**config.mk**
```make
export PLATFORM = sky130hd
export DESIGN_NAME = mbox_doorbell_bank
export DESIGN_NICKNAME = d
export VERILOG_FILES = /design/src/rtl/mbox_doorbell_bank.sv
export SDC_FILE = /design/constraint.sdc
export NUM_CORES = 1
export LEC_CHECK = 0
export ABC_AREA = 1
export BUFFER_PORTS_ARGS = -buffer_cell sky130_fd_sc_hd__buf_2
export CORE_MARGIN = 3
export CORE_UTILIZATION = 54
export CTS_BUF_LIST = sky130_fd_sc_hd__clkbuf_16
export DETAILED_ROUTE_END_ITERATION = 10
export PLACE_DENSITY_LB_ADDON = 0.3
export RECOVER_POWER = 100
export REMOVE_ABC_BUFFERS = 1
export SLEW_MARGIN = 20
export SYNTH_ARGS = -nofsm -noshare
export SYNTH_HDL_FRONTEND = slang
export SYNTH_SLANG_ARGS = --single-unit
export TNS_END_PERCENT = 100
```
**constraint.sdc**
```tcl
create_clock -name clk -period 1.15 [get_ports clk]
set_clock_uncertainty 0.15 [all_clocks]
set_input_delay 0.115 -clock clk [delete_from_list [all_inputs] [get_ports clk]]
set_output_delay 0.115 -clock clk [all_outputs]
set_load 0.05 [all_outputs]
```
**src/rtl/mbox_doorbell_bank.sv**
```systemverilog
module mbox_doorbell_bank #(
  parameter int          IDX_W     = 5,
  parameter int          N_MBOX    = 8,
  parameter int          MSG_BIT   = 63,
  parameter logic [63:0] HOST_KEEP = 64'hF802_0000_0000_0000
) (
  input  logic             clk,
  input  logic             rst_n,
  input  logic             wr_en,
  input  logic [IDX_W-1:0] wr_idx,
  input  logic [63:0]      wr_data,
  input  logic [IDX_W-1:0] rd_idx,
  output logic [63:0]      rd_data,
  input  logic [63:0]      evt_set,
  output logic             host_irq,
  output logic             proc_msg
);
  localparam int MB_AW = $clog2(N_MBOX);
  localparam logic [IDX_W-1:0] SVC_RW  = IDX_W'(16);
  localparam logic [IDX_W-1:0] SVC_AND = IDX_W'(17);
  localparam logic [IDX_W-1:0] SVC_OR  = IDX_W'(18);
  localparam logic [IDX_W-1:0] HST_RW  = IDX_W'(19);
  localparam logic [IDX_W-1:0] HST_AND = IDX_W'(20);
  localparam logic [IDX_W-1:0] HST_OR  = IDX_W'(21);
  localparam logic [IDX_W-1:0] MB_END  = IDX_W'(N_MBOX);

  logic [63:0] mbox [N_MBOX];
  logic [63:0] host_db, host_nx;
  logic        svc_fire;

  wire wr_mbox = wr_en && (wr_idx < MB_END);

  // service doorbell self-clears, so its held value is always zero
  assign svc_fire = wr_en && wr_data[MSG_BIT] &&
                    ((wr_idx == SVC_RW) || (wr_idx == SVC_OR));

  always_comb begin
    host_nx = host_db;
    if (wr_en) begin
      case (wr_idx)
        HST_RW:  host_nx = wr_data;
        HST_AND: host_nx = host_db & wr_data;
        HST_OR:  host_nx = host_db | wr_data;
        default: host_nx = host_db;
      endcase
    end
    host_nx = (host_nx | evt_set) & HOST_KEEP;
  end

  always_ff @(posedge clk or negedge rst_n) begin
    if (!rst_n) begin
      host_db  <= '0;
      proc_msg <= 1'b0;
      for (int i = 0; i < N_MBOX; i++) mbox[i] <= '0;
    end else begin
      host_db  <= host_nx;
      proc_msg <= svc_fire;
      if (wr_mbox) mbox[wr_idx[MB_AW-1:0]] <= wr_data;
    end
  end

  assign host_irq = |host_db;

  always_comb begin
    if (rd_idx < MB_END)       rd_data = mbox[rd_idx[MB_AW-1:0]];
    else if (rd_idx == HST_RW) rd_data = host_db;
    else                       rd_data = '0;
  end

  p_mbox_store_r1: assert property (@(posedge clk) disable iff (!rst_n)
    wr_mbox |=> mbox[$past(wr_idx[MB_AW-1:0])] == $past(wr_data));

  p_strobe_r6: assert property (@(posedge clk) disable iff (!rst_n)
    (wr_en && wr_data[MSG_BIT] && (wr_idx == SVC_OR)) |=> proc_msg);

  p_no_strobe_r6: assert property (@(posedge clk) disable iff (!rst_n)
    (!wr_en || (wr_idx == SVC_AND)) |=> !proc_msg);

  p_evt_irq_r7: assert property (@(posedge clk) disable iff (!rst_n)
    ((evt_set & HOST_KEEP) != 0) |=> host_irq);

  p_and_clear_r3: assert property (@(posedge clk) disable iff (!rst_n)
    (wr_en && (wr_idx == HST_AND) && (wr_data == 64'd0) && (evt_set == 64'd0))
      |=> !host_irq);
endmodule

```
Word-level counts from Yosys, hierarchy flattened

Cells that the tools add are included.

Logic and storage cells: 42
Bits in registers: 519
Input bits: 141

Multiplexer cells: 10
Bitwise logic cells: 5
Equality and inequality tests: 6
Reductions and logical operators: 6
Order comparisons: 5

Operators with widths:

| cell                                                        | number |
|---|---|
| bitwise mux 512 bit                                         | 1 |
| 2-to-1 mux 64 bit                                           | 6 |
| binary-select mux 64 bit (select 3 bit)                     | 1 |
| demux 64 bit (select 3 bit)                                 | 1 |
| case mux 64 bit (3 select lines)                            | 1 |
| OR 64 bit                                                   | 2 |
| bitwise AND 64 bit                                          | 1 |
| equality test 5 bit (second input constant)                 | 6 |
| less-than comparator 5 x 4 -> 1 bit (second input constant) | 2 |
| >= comparator 4 bit (second input constant)                 | 2 |
| NOT 3 -> 4 bit                                              | 2 |
| OR reduction 6 bit                                          | 1 |
| logical AND 1 bit                                           | 4 |
| less-than comparator 4 x 1 -> 1 bit (second input constant) | 1 |
| logical OR 1 bit                                            | 1 |

Longest topological paths before layout

Gate-level depths: netlist (run 1).

Depth after elaboration: 6
Mapped depth: 9

Worst setup path after synthesis (run 1)

Ideal clock, no wire load.

Path kind: input -> output
Start point: in rd_idx[1]
End point: out rd_data[48]
Path buffers: 3
Slack: -0.717 ns
Stages: 7
Data arrival time: 1.602 ns
Required time: 0.885 ns
Cells stage by stage: buf_2 -> buf_2 -> clkbuf_1 -> o21ai_0 -> o21ai_0 -> a21oi_1 -> nor2_1

Longest elaborated chain between the ends: 5
Elaborated cells on any way between the ends: 6
Classes of those cells: 1 x order compare; 4 x mux; 1 x bitwise

RTL lines:

| item                                                  | line | text |
|---|---|---|
| start: declaration                                    | 12   | `input logic [IDX_W-1:0] rd_idx,` |
| NOT 3 -> 4 bit (not written as such)                  | 65   | `if (rd_idx < MB_END) rd_data = mbox[rd_idx[MB_AW-1:0]];` |
| binary-select mux 64 bit (select 3 bit)               | 65   |  |
| 2-to-1 mux 64 bit (not written as such) (2 in series) | 65   |  |
| 2-to-1 mux 64 bit *                                   | 65   |  |
| end: declaration                                      | 13   | `output logic [63:0] rd_data,` |

Mark *: on every way between the ends. The rest lies on a longest branch, timed or not. The select of a mux whose other input is x is not followed.

Final worst setup path (run 1)

Start point: reg mbox[142] (netlist name)
End point: out rd_data[14]

Longest elaborated chain between the ends: 4

RTL lines:

| item                                                  | line | text |
|---|---|---|
| start: declaration                                    | 27   | `logic [63:0] mbox [N_MBOX];` |
| start signal: indexed assignment                      | 58   | `if (wr_mbox) mbox[wr_idx[MB_AW-1:0]] <= wr_data;` |
| binary-select mux 64 bit (select 3 bit)               | 65   |  |
| 2-to-1 mux 64 bit (not written as such) (2 in series) | 65   |  |
| 2-to-1 mux 64 bit                                     | 65   |  |

Every way passes these cells. The select of a mux whose other input is x is not followed.

==> results.cfg, run 1 <==
[synth]
synth-main-ff-cell = dfrtp_1
ys_ff_latch = 519
synth-edff-count = 0
synthXorXnorAreaFrac_pct = 0
muxShareOfSynthArea_pct = 0
seq_area_frac_synth_pct = 55.0
synth_top_cells_by_area = dfrtp_1, o21ai_0, nand2_1, nor2_1, a21oi_1
synth-compound-area-share_pct = 18.5
synthArstFlopShare_pct = 100
synth.largest_area_cell = dfrtp_1
synthDistinctLibCells = 20
syn-instance-count = 2982
synth_top_family_by_area = simple AND/OR/NAND/NOR gates
synth-simple-area-share_pct = 20.1
syn_area_per_cell_um2 = 7.92
yosys_warnings = 0
yosys-top-cells-count = nand2_1, o21ai_0, dfrtp_1
syn-cell-area_um2 = 23600
yosysMostFrequentCell = nand2_1
synth_top_area_share_pct = 55.0
synth-adder-area-share_pct = 0

[placement]
postPlaceCellArea_um2 = 26400
gp_congestion = 0.864
portBuffers = 148
dpl.hpwl_um = 40200

[timing]
worstMarginPinSlew_ns = 0.746
max_slew_margin_pct = 50.3
hold_viol = 0
layout_setup_ws_ns = -0.804
slew_violations = 0
whs_ns = 0.0166
final.min_clock_period_ns = 1.95
grt_setup_unrepaired = yes
fin_crit_sh_pct = 170
setup_violations = 943
clock.fmax_mhz = 512

[cells_and_area]
post-route-util_pct = 70.8
antenna_cells = 0
drive_gt1_share_pct = 20.9
fillers = 3222
fin_nets = 3450
syn_to_final_growth_pct = 29.3
stdcell_area_um2 = 30500

[cts]
h-tree-depth = 2
cts_buffers = 54
cts-root-buf = clkbuf_16
clk_transition_reported_paths_ns = 0.06
cts_tree = built
clock-sinks = 519
clock_path_buffers = 3
clk_latency_ns = 0.59

[grt]
grt_usage_pct = 29.0
grt_pass1_wl_um = 111000
antenna_found_initial = 0
grt_overflow = 0
grt_pass1_vias = 21668
grt_max_degree = 129

[drt]
wl_per_cell_um = 18.8
detail-route-antenna-nets = 0
dr.pass1.iters = 5
vias_per_cell = 5.71
drt_iter0_drc = 2505
post-route-drc-count = 0
vias = 22475
wl_um = 74000

[run]
max_cap_violations = 0

[power_and_ir_drop]
pwr-share-seq_pct = 47.5
intPower_mw = 35.2
total_power_mw = 49.6
switching_share_pct = 29.0
p_switching_mw = 14.4
power_density_nw_per_um2 = 1620
leakage_nw = 14.7
comb_power_share_pct = 18.7
ir_drop_mv = 0.978
pwr-share-clk_pct = 33.8

[die]
die_area_um2 = 46300
die_w_um = 215
rows = 76
initial_utilization_pct = 54.7
io_pins = 207
chipHeight_um = 215
core_um2 = 43200

[outcome]
status = finished, violations left
violations = negative setup slack

[hold_path]
hold_class = in -> reg

[critical_path]
startpoint_type = flip-flop
worstPathMaxFanout = 2
crit_arrival_ns = 1.69
required_ns = 0.88
crit_type = reg -> out
endpoint_kind = primary output
rrSetupSlack_ns = -0.30
layout by cell type (no fill, tap or decap), drive strengths merged:
cell           n
clkinvlp       1
nand4          7
or2            5
a21oi        123
inv          162
nand3         96
dfrtp        519
clkbuf        68
buf          398
clkinv        29
nand2        859
o211ai         4
dlygate4sd3   77
bufinv         3
nor2         251
nor4           1
nor3           1
o21ai        746
through the flow:
stage | worst slack, ns | std cells | TNS, ns
4_1_cts | -0.831 | 3888 | -307.51
5_1_grt | -0.907 | 3935 | -352.06
3_5_place_dp | -0.762 | 3697 | -244.39
3_3_place_gp | -0.747 | 3697 | -227.41
6_report | -0.804 | 3935 | -263.87
2_1_floorplan | -3.29 | 2767 | -1378.86
routing by layer:
| layer | global-route usage [%] | wire length (µm) | vias to the layer above | part of all wire, % |
|---|---|---|---|---|
| met5 | 0 | 0 | - | 0 |
| met4 | 8.97 | 2180 | 0 | 2.9 |
| met3 | 4.67 | 6990 | 168 | 9.4 |
| met2 | 47.1 | 34500 | 1130 | 47 |
| met1 | 40.4 | 30300 | 10831 | 41 |
| li1 | - | - | 10346 | - |
path summary, 6_finish.rpt:
check / end / startpoint / cells past startpoint
setup / recovery: rd_data[14] / mbox[142] / 7
hold / removal: mbox[218] / wr_idx[1] / 5
setup reg to reg: host_db[60] / host_db[60] / 8
hold reg to reg: mbox[361] / mbox[361] / 2
max in group asynchronous: mbox[298] / rst_n / 5
min in group asynchronous: mbox[173] / rst_n / 3
state kept, by name, summed over array words and instances (netlist names):
name and cells:
mbox 512, proc_msg 1, host_db 6
cell type report:
cell class | count | area (µm²) | share of cell area (%)
repair buffers | 486 | 4790 | 15.7
multi-input cells | 2093 | 9780 | 32.0
well taps | 585 | 732 | 2.40
flip-flops and latches | 519 | 13000 | 42.5
clock inverters | 40 | 248 | 0.811
inverters | 155 | 589 | 1.93
clock buffers | 57 | 1430 | 4.67
worst max-delay path: stages, from the launching register on:
cell	delay [ns]
dfrtp_1	0.35
inv_2	0.05
a21oi_2	0.12
o21ai_2	0.09
nand3_2	0.09
nand2_2	0.07
nor2_4	0.14
buf_6	0.17
cell families (layout without fill, tap and decap cells):
family	count (synthesis)	in the layout
buf+inv	370	738
simple gates	1220	1220
compound gates	873	873
flops	519	519
power by group through the flow:
stage                     combinational (mW)  sequential (mW)  clock, mW
final                                   9.28             23.5       16.8
after global routing                    10.5             23.9       17.8
after CTS                               8.73             23.4       16.9
after detailed placement                7.88             23.6          0
after global placement                  7.54             23.5          0
after floorplan                         4.78             23.2          0
timing repair:
item	4_1_cts	5_1_grt
endpoints found under the hold margin	1038	17
endpoints found under the setup margin	71	952
setup buffers	18	32
gates resized for setup	385	161
cloned	0	15
hold buffers	77	2
pin swaps	50	85
(Power assumes the default switching activity.)
==> run 2: changes to the inputs <==
CORE_UTILIZATION = 40   (was 54)
==> run 2 against run 1 <==
Sequential power about the same. Largest cell class unchanged. Flip-flop and latch count did not move. Hold slack worse by 0.16 ns. The flow finishes with violations (negative hold slack, negative setup slack). Register-to-register slack better by 0.18 ns. Power grew 0.64%. Setup slack worse by 0.016 ns. Critical path depth decreased by 1. Highest routed layer unchanged. Critical path type unchanged.
==> results.cfg, run 2 (synthesized netlist as in run 1, its figures left out) <==
[cells_and_area]
fillers = 5328
reg_top3 = mbox (512), host_db (6), proc_msg (1)
regMostFlops = mbox
syn_to_final_growth_pct = 30.3
largest_reg_flops = 512
layout_common_cells = nand2_1, o21ai_0, dfrtp_1
antenna_cells = 0
layout_commonest_cell = nand2_1
multiInputGateArea_um2 = 9700
drive_gt1_share_pct = 20.2
fin_nets = 3451
seqCellArea_um2 = 13000

[power_and_ir_drop]
power_density_nw_per_um2 = 1620
pwr-share-clk_pct = 34.9
total_power_mw = 49.9
ir_drop_mv = 1.16
pwr-share-seq_pct = 47.2
intPower_mw = 35.4
switching_share_pct = 29.0
leakage_nw = 14.7
p_switching_mw = 14.5
comb_power_share_pct = 17.9

[timing]
setup_violations = 668
grt_setup_unrepaired = yes
layout_setup_ws_ns = -0.820
final.min_clock_period_ns = 1.97
slew_violations = 0
hold_viol = 2
setup-tns-final_ns = -117.09
clock.fmax_mhz = 508
max_slew_margin_pct = 58.1
whs_ns = -0.145
worstMarginPinSlew_ns = 0.628
fin_crit_sh_pct = 171

[drt]
wl_met2_um = 36100
vias_per_cell = 5.27
vias = 21719
post-route-drc-count = 0
dr.pass1.iters = 7
drt_iter0_drc = 1830
top_layer = met4
wirelength_met1_um = 32500
wl_per_cell_um = 18.3
wl_met3_um = 4760
detail-route-antenna-nets = 0
wl_um = 75300

[placement]
gp_congestion = 0.837
dpl.hpwl_um = 45100
portBuffers = 148

[outcome]
violations = negative hold slack, negative setup slack
status = finished, violations left

[hold_path]
hold_class = in -> reg

[grt]
grt_usage_pct = 22.9
grt_pass1_wl_um = 116000
antenna_found_initial = 0
grt_max_degree = 129
grt_overflow = 0
grt_pass1_vias = 21514

[cts]
cts-root-buf = clkbuf_16
cts_buffers = 57
clock-sinks = 519
clk_transition_reported_paths_ns = 0.06
cts_tree = built
clk_latency_ns = 0.61
h-tree-depth = 2
clock_path_buffers = 3

[die]
die_w_um = 249
rows = 88
die_area_um2 = 62000
chipHeight_um = 249
io_pins = 207
initial_utilization_pct = 40.7
core_um2 = 58000

[critical_path]
required_ns = 0.88
crit_chain = o21ai_1 > o21ai_0 > a21oi_1 > nor2_1 > buf_4 > buf_8
crit_type = reg -> out
startpoint_type = flip-flop
cpMaxStageDelayCell = dfrtp_1
worstPathMaxFanout = 2
max_stage_delay_ns = 0.38
crit_arrival_ns = 1.71
endpoint_kind = primary output

[run]
max_cap_violations = 0
[run 2: changes by cell type in the layout (fill, tap and decap cells not counted), sizes merged]
| cell | previous run | this run |
|---|---|---|
| bufinv | 3 | 4 |
| clkinv | 29 | 26 |
| clkbuf | 68 | 72 |
| dlymetal6s4s | 0 | 2 |
| inv | 162 | 172 |
| dlygate4sd3 | 77 | 75 |
| clkdlybuf4s25 | 0 | 1 |
| buf | 398 | 391 |
[run 2: final timing paths]
path | depth (start not counted) | slack (ns) | endpoint | start
worst max-delay path | 6 | -0.82 | rd_data[0] | mbox[320]
worst min-delay path | 6 | -0.15 | host_db[63] | wr_idx[1]
worst max register to register | 6 | -0.12 | host_db[60] | host_db[60]
worst min register to register | 2 | 0.33 | mbox[6] | mbox[6]
max in group asynchronous | 5 | -0.20 | mbox[245] | rst_n
min in group asynchronous | 3 | 0.27 | mbox[243] | rst_n
[run 2: power by group through the flow]
| stage | combinational [mW] | clock [mW] | sequential [mW] |
|---|---|---|---|
| floorplan | 4.78 | 0 | 23.2 |
| detailed placement | 7.90 | 0 | 23.7 |
| global placement | 7.64 | 0 | 23.5 |
| finish | 8.94 | 17.4 | 23.5 |
| global route | 10.2 | 18.6 | 23.9 |
| CTS | 8.67 | 17.8 | 23.5 |
[run 2: worst max-delay path: cells and delay by family, from the launching register on]
kind,cells,cell delay (ns)
compound gates,3,0.35
buf+inv,2,0.29
flops,1,0.38
simple gates,1,0.07
[run 2: layout make-up]
class,instances,share of cell area (%)
flip-flops and latches,519,42.2
multi-input cells,2093,31.5
repair buffers,484,15.5
clock buffers,57,4.63
well taps,765,3.11
inverters,155,1.91
clock inverters,48,1.12
[run 2: repair_timing]
action                                   CTS  global route
gates resized for setup                  378           135
hold buffers                              81             1
gates cloned                               0             7
pin swaps                                 29            65
buffers inserted                           6            20
endpoints found under the setup margin    71           988
hold endpoints to repair                1038             4
[run 2: metal layers]
layer / track usage, % / vias to the layer above
met1: 30.7 / 10555
met5: 0 / -
met2: 38.7 / 684
met3: 3.62 / 131
li1: - / 10349
met4: 6.30 / 0
[run 2: metrics by stage]
step / instance area, µm² / worst slack [ns] / std cells / hold WS [ns] / util, %
after CTS: 30400 / -0.883 / 4096 / -0.176 / 52.5
final: 30800 / -0.820 / 4121 / -0.145 / 53.0
after floorplan: 22700 / -3.29 / 2767 / -0.331 / -
after global placement: 27000 / -0.700 / 3904 / 0.0129 / 46.5
after detailed placement: 27000 / -0.683 / 3904 / 0.0112 / 46.5
after global routing: 30800 / -0.961 / 4121 / -0.105 / 53.0
